## src/rtl/split_pkg.sv

```systemverilog
// Package: shared encodings for the bus cycle splitter.
// Assumes master transfer sizes are coded 00 byte, 01 halfword, 1x word.
package split_pkg;

    localparam int MST_W = 32;   // master data width
    localparam int PER_W = 16;   // peripheral location width

    typedef enum logic [1:0] {
        ST_IDLE = 2'b00,
        ST_BUSY = 2'b01,
        ST_DONE = 2'b10
    } split_state_e;

    // Number of bytes moved by a master request of the given size code.
    function automatic logic [2:0] xfer_bytes(input logic [1:0] sz);
        case (sz)
            2'b00:   return 3'd1;
            2'b01:   return 3'd2;
            default: return 3'd4;
        endcase
    endfunction

    // Master byte that holds transfer byte j of an nb-byte request (big-endian).
    function automatic logic [7:0] pick_byte(input logic [31:0] w,
                                             input logic [2:0] nb,
                                             input logic [2:0] j);
        logic [2:0] pos;
        pos = nb - 3'd1 - j;
        return w[{pos[1:0], 3'b000} +: 8];
    endfunction

endpackage

```

## src/rtl/split_step_gen.sv

```systemverilog
// Step generator: picks the size and lane strobes of the next peripheral cycle.
// Assumes remain is 1..4 whenever the result is used. Purely combinational.
module split_step_gen (
    input  logic       addr_lsb,
    input  logic [2:0] remain,
    output logic       step_half,
    output logic [2:0] step_n,
    output logic [1:0] step_be
);

    // Halfword only when aligned and at least two bytes are left.
    always_comb begin
        step_half = !addr_lsb && (remain >= 3'd2);
        step_n    = step_half ? 3'd2 : 3'd1;
        if (step_half)
            step_be = 2'b11;
        else if (addr_lsb)
            step_be = 2'b01;
        else
            step_be = 2'b10;
    end

endmodule

```

## src/rtl/split_wr_steer.sv

```systemverilog
// Write steering: places the master bytes of the current cycle on their lanes.
// Assumes done + 1 < nb whenever step_half is set. Lanes not covered carry zero.
module split_wr_steer
    import split_pkg::*;
(
    input  logic             we,
    input  logic [MST_W-1:0] wdata,
    input  logic [2:0]       nb,
    input  logic [2:0]       done,
    input  logic             addr_lsb,
    input  logic             step_half,
    output logic [PER_W-1:0] p_wdata
);

    logic [7:0] first_b;
    logic [7:0] second_b;

    // Select the transfer bytes at positions done and done+1.
    always_comb begin
        first_b  = pick_byte(wdata, nb, done);
        second_b = pick_byte(wdata, nb, done + 3'd1);
    end

    // Drive only the lanes of the current cycle; reads drive nothing.
    always_comb begin
        p_wdata = '0;
        if (we) begin
            if (step_half)
                p_wdata = {first_b, second_b};
            else if (addr_lsb)
                p_wdata[7:0] = first_b;
            else
                p_wdata[15:8] = first_b;
        end
    end

endmodule

```

## src/rtl/split_rd_gather.sv

```systemverilog
// Read gather: collects peripheral read bytes into the big-endian master word.
// Assumes clear comes at request acceptance and capture with each peripheral ack.
module split_rd_gather
    import split_pkg::*;
(
    input  logic             clk,
    input  logic             rst_n,
    input  logic             clear,
    input  logic             capture,
    input  logic [PER_W-1:0] p_rdata,
    input  logic [2:0]       nb,
    input  logic [2:0]       done,
    input  logic             addr_lsb,
    input  logic             step_half,
    output logic [MST_W-1:0] acc
);

    localparam int NLANE = MST_W / 8;

    logic [7:0] first_b;
    logic [7:0] second_b;

    // Choose the returned lane that holds the first byte of this cycle.
    always_comb begin
        first_b  = (!step_half && addr_lsb) ? p_rdata[7:0] : p_rdata[15:8];
        second_b = p_rdata[7:0];
    end

    // Accumulate bytes into master positions; unused positions remain zero.
    always_ff @(posedge clk) begin
        if (!rst_n || clear) begin
            acc <= '0;
        end else if (capture) begin
            for (int k = 0; k < NLANE; k++) begin
                if (3'(k) < nb) begin
                    if ((nb - 3'd1 - 3'(k)) == done)
                        acc[k*8 +: 8] <= first_b;
                    else if (step_half && ((nb - 3'd1 - 3'(k)) == done + 3'd1))
                        acc[k*8 +: 8] <= second_b;
                end
            end
        end
    end

endmodule

```

## src/rtl/bus_splitter.sv

```systemverilog
// Top: splits byte/halfword/word master requests at any address into
// 8/16-bit cycles on a space of 16-bit even-addressed locations.
// Assumes the peripheral holds p_ack for a single clock per cycle and the
// master keeps its request until m_ack; inputs are only sampled while idle.
module bus_splitter
    import split_pkg::*;
#(
    parameter int AW = 16
) (
    input  logic             clk,
    input  logic             rst_n,
    input  logic             m_req,
    input  logic             m_we,
    input  logic [1:0]       m_size,
    input  logic [AW-1:0]    m_addr,
    input  logic [MST_W-1:0] m_wdata,
    output logic             m_ack,
    output logic [MST_W-1:0] m_rdata,
    output logic             p_req,
    output logic             p_we,
    output logic             p_size,
    output logic [AW-1:0]    p_addr,
    output logic [1:0]       p_be,
    output logic [PER_W-1:0] p_wdata,
    input  logic             p_ack,
    input  logic [PER_W-1:0] p_rdata
);

    localparam logic [AW-1:0] ONE_A = AW'(1);

    split_state_e     state;
    logic             lat_we;
    logic [2:0]       lat_nb;
    logic [MST_W-1:0] lat_wdata;
    logic [AW-1:0]    cur_addr;
    logic [2:0]       done_b;
    logic             step_half;
    logic [2:0]       step_n;
    logic [1:0]       step_be;
    logic [2:0]       remain;
    logic             accept;
    logic             step_ack;

    // Handshake qualifiers for the sequencer.
    always_comb begin
        remain   = lat_nb - done_b;
        accept   = (state == ST_IDLE) && m_req;
        step_ack = (state == ST_BUSY) && p_ack;
    end

    split_step_gen u_step (
        .addr_lsb  (cur_addr[0]),
        .remain    (remain),
        .step_half (step_half),
        .step_n    (step_n),
        .step_be   (step_be)
    );

    split_wr_steer u_steer (
        .we        (lat_we),
        .wdata     (lat_wdata),
        .nb        (lat_nb),
        .done      (done_b),
        .addr_lsb  (cur_addr[0]),
        .step_half (step_half),
        .p_wdata   (p_wdata)
    );

    split_rd_gather u_gather (
        .clk       (clk),
        .rst_n     (rst_n),
        .clear     (accept),
        .capture   (step_ack),
        .p_rdata   (p_rdata),
        .nb        (lat_nb),
        .done      (done_b),
        .addr_lsb  (cur_addr[0]),
        .step_half (step_half),
        .acc       (m_rdata)
    );

    // Sequencer: latch request, advance per peripheral ack, pulse completion.
    always_ff @(posedge clk) begin
        if (!rst_n) begin
            state     <= ST_IDLE;
            lat_we    <= 1'b0;
            lat_nb    <= 3'd1;
            lat_wdata <= '0;
            cur_addr  <= '0;
            done_b    <= 3'd0;
        end else begin
            case (state)
                ST_IDLE: begin
                    if (m_req) begin
                        lat_we    <= m_we;
                        lat_nb    <= xfer_bytes(m_size);
                        lat_wdata <= m_wdata;
                        cur_addr  <= m_addr;
                        done_b    <= 3'd0;
                        state     <= ST_BUSY;
                    end
                end
                ST_BUSY: begin
                    if (p_ack) begin
                        done_b   <= done_b + step_n;
                        cur_addr <= cur_addr + (step_half ? (ONE_A + ONE_A) : ONE_A);
                        if (done_b + step_n == lat_nb)
                            state <= ST_DONE;
                    end
                end
                default: state <= ST_IDLE;
            endcase
        end
    end

    // Port drive from sequencer state.
    always_comb begin
        p_req  = (state == ST_BUSY);
        p_we   = lat_we;
        p_size = step_half;
        p_addr = cur_addr;
        p_be   = step_be;
        m_ack  = (state == ST_DONE);
    end

    // completion is a single-clock pulse.
    a_r8_ack_pulse: assert property (@(posedge clk) disable iff (!rst_n)
        m_ack |=> !m_ack);

    // completion follows an acknowledged peripheral cycle by one clock.
    a_r8_ack_after_final: assert property (@(posedge clk) disable iff (!rst_n)
        $rose(m_ack) |-> $past(p_req && p_ack));

    // a waiting cycle keeps its address, lanes and data.
    a_r11_hold_cycle: assert property (@(posedge clk) disable iff (!rst_n)
        (p_req && !p_ack) |=> (p_req && $stable(p_addr) && $stable(p_be)
                               && $stable(p_wdata) && $stable(p_size)));

    // every 16-bit cycle is aligned and strobes both lanes.
    a_r2_half_aligned: assert property (@(posedge clk) disable iff (!rst_n)
        (p_req && p_size) |-> (!p_addr[0] && p_be == 2'b11));

    // every 8-bit cycle strobes exactly the lane its address selects.
    a_r1_byte_lane: assert property (@(posedge clk) disable iff (!rst_n)
        (p_req && !p_size) |-> ($countones(p_be) == 1 && p_be[0] == p_addr[0]));

    // lanes without a strobe carry zero on writes.
    a_r7_idle_lane_zero: assert property (@(posedge clk) disable iff (!rst_n)
        (p_req && p_we) |-> ((p_be[1] || p_wdata[15:8] == 8'h00)
                             && (p_be[0] || p_wdata[7:0] == 8'h00)));

    // no peripheral cycle starts out of a completion clock.
    a_r9_no_overlap: assert property (@(posedge clk) disable iff (!rst_n)
        m_ack |=> !p_req);

endmodule

```

## config.mk

```make
export PLATFORM = sky130hd
export DESIGN_NAME = bus_splitter
export DESIGN_NICKNAME = d
export VERILOG_FILES = /design/src/rtl/split_pkg.sv /design/src/rtl/split_step_gen.sv /design/src/rtl/split_wr_steer.sv /design/src/rtl/split_rd_gather.sv /design/src/rtl/bus_splitter.sv
export SDC_FILE = /design/constraint.sdc
export NUM_CORES = 1
export LEC_CHECK = 0
export ABC_AREA = 1
export BUFFER_PORTS_ARGS = -buffer_cell sky130_fd_sc_hd__buf_2
export CAP_MARGIN = 10
export CELL_PAD_IN_SITES_DETAIL_PLACEMENT = 1
export CELL_PAD_IN_SITES_GLOBAL_PLACEMENT = 2
export CORE_ASPECT_RATIO = 1.4
export CORE_MARGIN = 1
export CORE_UTILIZATION = 28
export DETAILED_ROUTE_END_ITERATION = 10
export PLACE_DENSITY_LB_ADDON = 0.15
export SETUP_SLACK_MARGIN = 0.15
export SYNTH_ARGS = -nofsm -noshare
export SYNTH_HDL_FRONTEND = slang
export SYNTH_HIERARCHICAL = 1
export SYNTH_SLANG_ARGS = --single-unit
```

## constraint.sdc

```tcl
create_clock -name clk -period 3.6 [get_ports clk]
set_clock_uncertainty 0.1 [all_clocks]
set_input_delay 0.18 -clock clk [delete_from_list [all_inputs] [get_ports clk]]
set_output_delay 0.18 -clock clk [all_outputs]
set_load 0.03 [all_outputs]
```

==> flow_metrics.tcl, run 1 <==
set metrics [dict create \
    layout_commonest_cell "nand2_1" \
    first_iter_violations 180 \
    syn_inst 980 \
    fin_nets 1223 \
    irDropWorstVdd_v 0.0002240 \
    rsz0062_at_grt "false" \
    area_growth_syn_to_layout_pct 26.15 \
    ff2ff_path_depth 16 \
    rrSetupSlack_ns 0.55 \
    slowest_stage "o21ai_1" \
    post-route-cell-area_um2 7654 \
    crit_buf_inv 3 \
    drt_first_pass_iters 4 \
    dieHeight_um 176.2 \
    power.total_mw 3.487 \
    dp_hpwl_mm 15.66 \
    ant_nets 0 \
    cts_sinks 89 \
    num_io_pins 141 \
    clock.fmax_mhz 316.9 \
    hold_path.class "primary input to flip-flop" \
    critPathKind "flip-flop to primary output" \
    vias 6609 \
    grt_pass1_wl_mm 33.60 \
    worst_slew_pin_slew_ns 0.7820 \
    drive_above_1_share_pct 19.42 \
    start_kind "flip-flop" \
    n_antenna_cell 0 \
    setup_viol 0 \
    hold_depth 3 \
    layout_min_cycle_time_ns 3.156 \
    required_ns 3.32 \
    cts_buffer_depth 2 \
    status "finished, final reports clean" \
    port_buffers 140 \
    timing_hold_violations_final 0 \
    cts_inserted_buffers 9 \
    die_area_um2 22270 \
    fill_cells 2829 \
    start_util_pct 28.61 \
    clock_latency_ns 0.36 \
    crit_family "compound AO/OA/AOI/OAI gates" \
    hold_start "m_wdata[16]" \
    rr_endpoint "p_addr[10]" \
    grt_start_max_net_pins 49 \
    setup_tns_ns 0 \
    cp-end-kind "primary output" \
    cp_data_arrival_time_ns 2.88 \
    period_share_pct 87.67 \
    grt_overflow 0 \
    power.density_nw_per_um2 455.6 \
    num_rows 63 \
    r2r-start "lat_nb[0]" \
    antenna_found_initial 0 \
    timing.max_cap.violations 0 \
    clock-root-buffer "clkbuf_16" \
    synthesis.nets 1065 \
    grt_pass1_vias 6630 \
    core_um2 21200 \
    syn_area_per_cell_um2 6.191 \
    clock_tree.htree_level_count 3 \
    grt.total_usage_pct 19.32 \
    syn-cell-area_um2 6067 \
    utilization_pct 36.09 \
    tritoncts "done" \
    cp_max_fo 17 \
    drc 0 \
    p_leak_nw 3.908 \
    place_congestion 0.8184 \
    routed_wl_mm 20.79 \
    final_max_slew_viol_count 0 \
    relSlewSlack_pct 47.51 \
    placement.cell_area_um2 6930 \
    cpMostUsedCell "nor2_1" \
    synth_warnings 6 \
    routedWlPerCell_um 14.82 \
    hold_path_end "lat_wdata[16]" \
    vias_per_cell 4.711 \
    post-cts-setup-buffer-count 0 \
    final_cell_mix "nand2_1, nor2_1, buf_2" \
    dieWidth_um 126.4 \
    crit_chain "inv_1, ha_1, fa_1, xnor2_1, nor2_1, nor2_2, buf_4, o21ai_1, nor2_1, buf_2" \
    clk_pin_slew_ns 0.07 \
    slowest_delay_ns 0.64 \
]
## worst max-delay path by stage
stage | slack (ns) | startpoint | endpoint | depth (start not counted)
2_1_floorplan | 0.23 | lat_nb[0] | p_addr[14] | 14
3_3_place_gp | 0.54 | lat_nb[0] | p_wdata[14] | 10
3_5_place_dp | 0.49 | lat_nb[0] | p_wdata[13] | 10
4_1_cts | 0.29 | lat_nb[0] | p_wdata[4] | 11
5_1_grt | 0.21 | lat_nb[0] | p_wdata[8] | 10
6_report | 0.44 | lat_nb[0] | p_wdata[13] | 10
## final cells by class
cell class              instances  area (um^2)  area share [%]
inverters                     101        380.4           4.970
clock inverters                 5        127.6           1.667
clock buffers                  11        232.7           3.041
well taps                     260        325.3           4.250
multi-input cells             751         3670           47.95
repair buffers                186         1136           14.84
flip-flops and latches         89         1782           23.28
## tightest hold or removal path: stages
cell and delay, ns:
buf_2 0.07, o21ai_0 0.11, nor2_1 0.10
## flip-flops by register name, summed over array words and instances (netlist names)
name	count
u_gather/acc	32
lat_wdata	32
done_b	3
state	2
p_addr	16
p_we	1
lat_nb	3
## layer usage
layer | vias up | share of wire, % | track usage (%)
met2 | 94 | 49 | 34.81
met4 | 0 | 2.4 | 7.731
li1 | 3420 | - | -
met5 | - | 0 | 0
met1 | 3070 | 46 | 22.82
met3 | 25 | 2.6 | 2.818
## per-stage QoR
stage / hold slack (ns) / worst slack, ns / std cells
after global routing: 0.04303 / 0.2115 / 1403
after CTS: 0.03811 / 0.2921 / 1403
after floorplan: 0.1800 / 0.2342 / 980
after global placement: 0.3047 / 0.5423 / 1351
after detailed placement: 0.3024 / 0.4894 / 1351
final: 0.04077 / 0.4440 / 1403
## power breakdown
group,total (mW),switching (mW),internal (mW)
sequential,1.13,0.0721,1.05
combinational,1.18,0.798,0.387
clock,1.18,0.426,0.750
## repair_timing
action,CTS,global route
hold endpoints to repair,35,0
gates resized for setup,1,1
endpoints found under the setup margin,8,4
hold buffers,36,0
Note: power is estimated with default switching activity, not from simulation.
==> run 2, diff against run 1 <==
--- a/config.mk
+++ b/config.mk
@@ -15,8 +15,8 @@
 export CORE_UTILIZATION = 28
 export DETAILED_ROUTE_END_ITERATION = 10
 export PLACE_DENSITY_LB_ADDON = 0.15
+export RECOVER_POWER = 100
 export SETUP_SLACK_MARGIN = 0.15
 export SYNTH_ARGS = -nofsm -noshare
 export SYNTH_HDL_FRONTEND = slang
-export SYNTH_HIERARCHICAL = 1
 export SYNTH_SLANG_ARGS = --single-unit
==> flow_metrics.tcl, run 2 <==
set metrics [dict create \
    ys_ff_latch 89 \
    hold_path_end "lat_wdata[22]" \
    place_inst 1254 \
    cts_sinks 89 \
    grt_pass1_wl_mm 32.82 \
    crit_family "adder cells" \
    p_leak_nw 3.113 \
    place_congestion 0.7991 \
    hold_start "m_wdata[22]" \
    syn_area_per_cell_um2 6.430 \
    final_cells 1299 \
    dieWidth_um 123.0 \
    netSwitchingFraction_pct 49.58 \
    timing.max_cap.violations 0 \
    synthesis.nets 976 \
    crit_buf_inv 3 \
    cts_inserted_buffers 9 \
    slowest_stage "dfxtp_2" \
    cts_buffer_depth 2 \
    synth_ff_type "dfxtp_1" \
    setup_slack_ns 0.3624 \
    final_cell_mix "nand2_1, o21ai_0, nor2_1" \
    fin_nets 1125 \
    num_rows 61 \
    area_growth_syn_to_layout_pct 24.21 \
    r2r-start "lat_nb[0]" \
    violations "negative hold slack" \
    netlist.area_leader.share_pct 31.03 \
    routed_wl_mm 20.52 \
    num_io_pins 141 \
    start_util_pct 28.71 \
    setup_tns_ns 0 \
    yosysTopAreaCell "dfxtp_1" \
    first_iter_violations 195 \
    p_switching_mw 2.237 \
    critPathKind "flip-flop to flip-flop" \
    clock_tree.htree_level_count 3 \
    rsz0062_at_grt "false" \
    timing_hold_violations_final 1 \
    grt_overflow 0 \
    worst_slew_pin_slew_ns 1.428 \
    drt_first_pass_iters 4 \
    routedWlPerCell_um 15.80 \
    vias 6244 \
    clk_pin_slew_ns 0.08 \
    ant_nets 0 \
    pwr-share-comb_pct 51.6 \
    cp_max_fo 9 \
    grt.total_usage_pct 20.22 \
    status "complete, but fails checks" \
    rr_endpoint "p_addr[12]" \
    clock-root-buffer "clkbuf_16" \
    synth_warnings 0 \
    p_int_mw 2.275 \
    drc 0 \
    die_area_um2 21090 \
    setup_viol 0 \
    power.total_mw 4.512 \
    core_um2 20000 \
    dieHeight_um 171.4 \
    grt_start_max_net_pins 71 \
    layout_min_cycle_time_ns 3.238 \
    irDropWorstVdd_v 0.0003166 \
    tritoncts "done" \
    syn-cell-area_um2 5742 \
    n_antenna_cell 0 \
    port_buffers 140 \
    rrSetupSlack_ns 0.36 \
    power_frac_seq_pct 26.9 \
    ys_seq_area_share_pct 31.03 \
    cp-end-kind "flip-flop" \
    period_share_pct 89.93 \
    vias_per_cell 4.807 \
    required_ns 3.72 \
    synth_cell_type_count 42 \
    antenna_found_initial 0 \
    slowest_delay_ns 0.43 \
    dp_hpwl_mm 15.43 \
    ff2ff_path_depth 15 \
    grt_pass1_vias 6349 \
    ys_top_cells_by_count "nand2_1, o21ai_0, nor2_1, dfxtp_1, inv_1" \
    yosys-top-cells-area "dfxtp_1, nand2_1, o21ai_0" \
    utilization_pct 35.67 \
    yosysMostFrequentCell "nand2_1" \
    place_ws_ns 0.3471 \
    fill_cells 2657 \
    post-route-cell-area_um2 7132 \
    syn_inst 893 \
    relSlewSlack_pct 4.821 \
    hold_depth 3 \
    final_max_slew_viol_count 0 \
    hold_slack_ns -0.002794 \
    clock.fmax_mhz 308.9 \
    start_kind "flip-flop" \
    crit_chain "inv_1, ha_2, fa_1, inv_1, nand3_1, nand3_2, nand2_4, inv_4, ha_1, o21bai_1, nand4_1, o21ai_0, nand2_1, o21bai_1, a21oi_1" \
    hold_path.class "primary input to flip-flop" \
    clockPowerShare_pct 21.6 \
    placement.cell_area_um2 6635 \
    async_reset_ff_share_pct 0 \
    drive_above_1_share_pct 14.71 \
    clock_latency_ns 0.36 \
    synth_edf_count 0 \
    power.density_nw_per_um2 632.7 \
    cp_data_arrival_time_ns 3.36 \
    layout_commonest_cell "nand2_1" \
]
==> run 2: layout make-up <==
type                            instances  area (um^2)  area share, %
Clock inverter                          7        71.32          1.000
Sequential cell                        89         1783          25.00
Inverter                               95        361.6          5.070
Timing Repair Buffer                  179        987.2          13.84
Multi-Input combinational cell        668         3388          47.51
Clock buffer                            9        225.2          3.158
Tap cell                              252        315.3          4.421
==> run 2: worst max path at each step <==
stage,startpoint,end,slack (ns),depth (start not counted)
after floorplan,lat_nb[0],p_addr[11],0.73,14
after global placement,lat_nb[0],p_addr[12],0.47,15
after detailed placement,lat_nb[0],p_addr[12],0.35,15
after CTS,lat_nb[0],p_wdata[6],0.33,13
after global routing,lat_nb[0],p_addr[12],0.09,15
final,lat_nb[0],p_addr[12],0.36,15
==> run 2: cells by family after synthesis <==
group           count (synthesis)  share of synthesized area [%]
compound gates                200                          19.39
xor+xnor                       10                          1.656
fa+ha+maj                      12                          2.876
buf+inv                       136                          10.00
flops                          89                          31.03
simple gates                  446                          35.04
==> run 2: repair_timing <==
action                                  4_1_cts  5_1_grt
endpoints found under the setup margin        0       12
hold buffers                                 29        0
endpoints found under the hold margin        28        0
resized for setup                             0        1
buffers inserted                              0        0
==> run 2: worst min-delay path: stages <==
cell and delay [ns]:
buf_2 0.08, nand3_1 0.09, o21ai_0 0.08
==> run 2: routing by layer <==
layer / wire, um / vias to the layer above / global-route usage, %
met4: 366 / 0 / 6.391
met3: 680 / 22 / 2.818
met1: 8813 / 2890 / 23.22
met5: 0 / - / 0
met2: 10660 / 122 / 37.84
li1: - / 3210 / -
==> run 2: power groups by stage <==
| stage | Clock [mW] | Sequential, mW | Combinational, mW |
|---|---|---|---|
| 3_5_place_dp | 0 | 1.23 | 2.35 |
| 3_3_place_gp | 0 | 1.24 | 2.34 |
| 4_1_cts | 1.00 | 1.21 | 2.39 |
| 2_1_floorplan | 0 | 1.28 | 1.66 |
| 6_report | 0.972 | 1.21 | 2.33 |
| 5_1_grt | 1.04 | 1.23 | 2.61 |
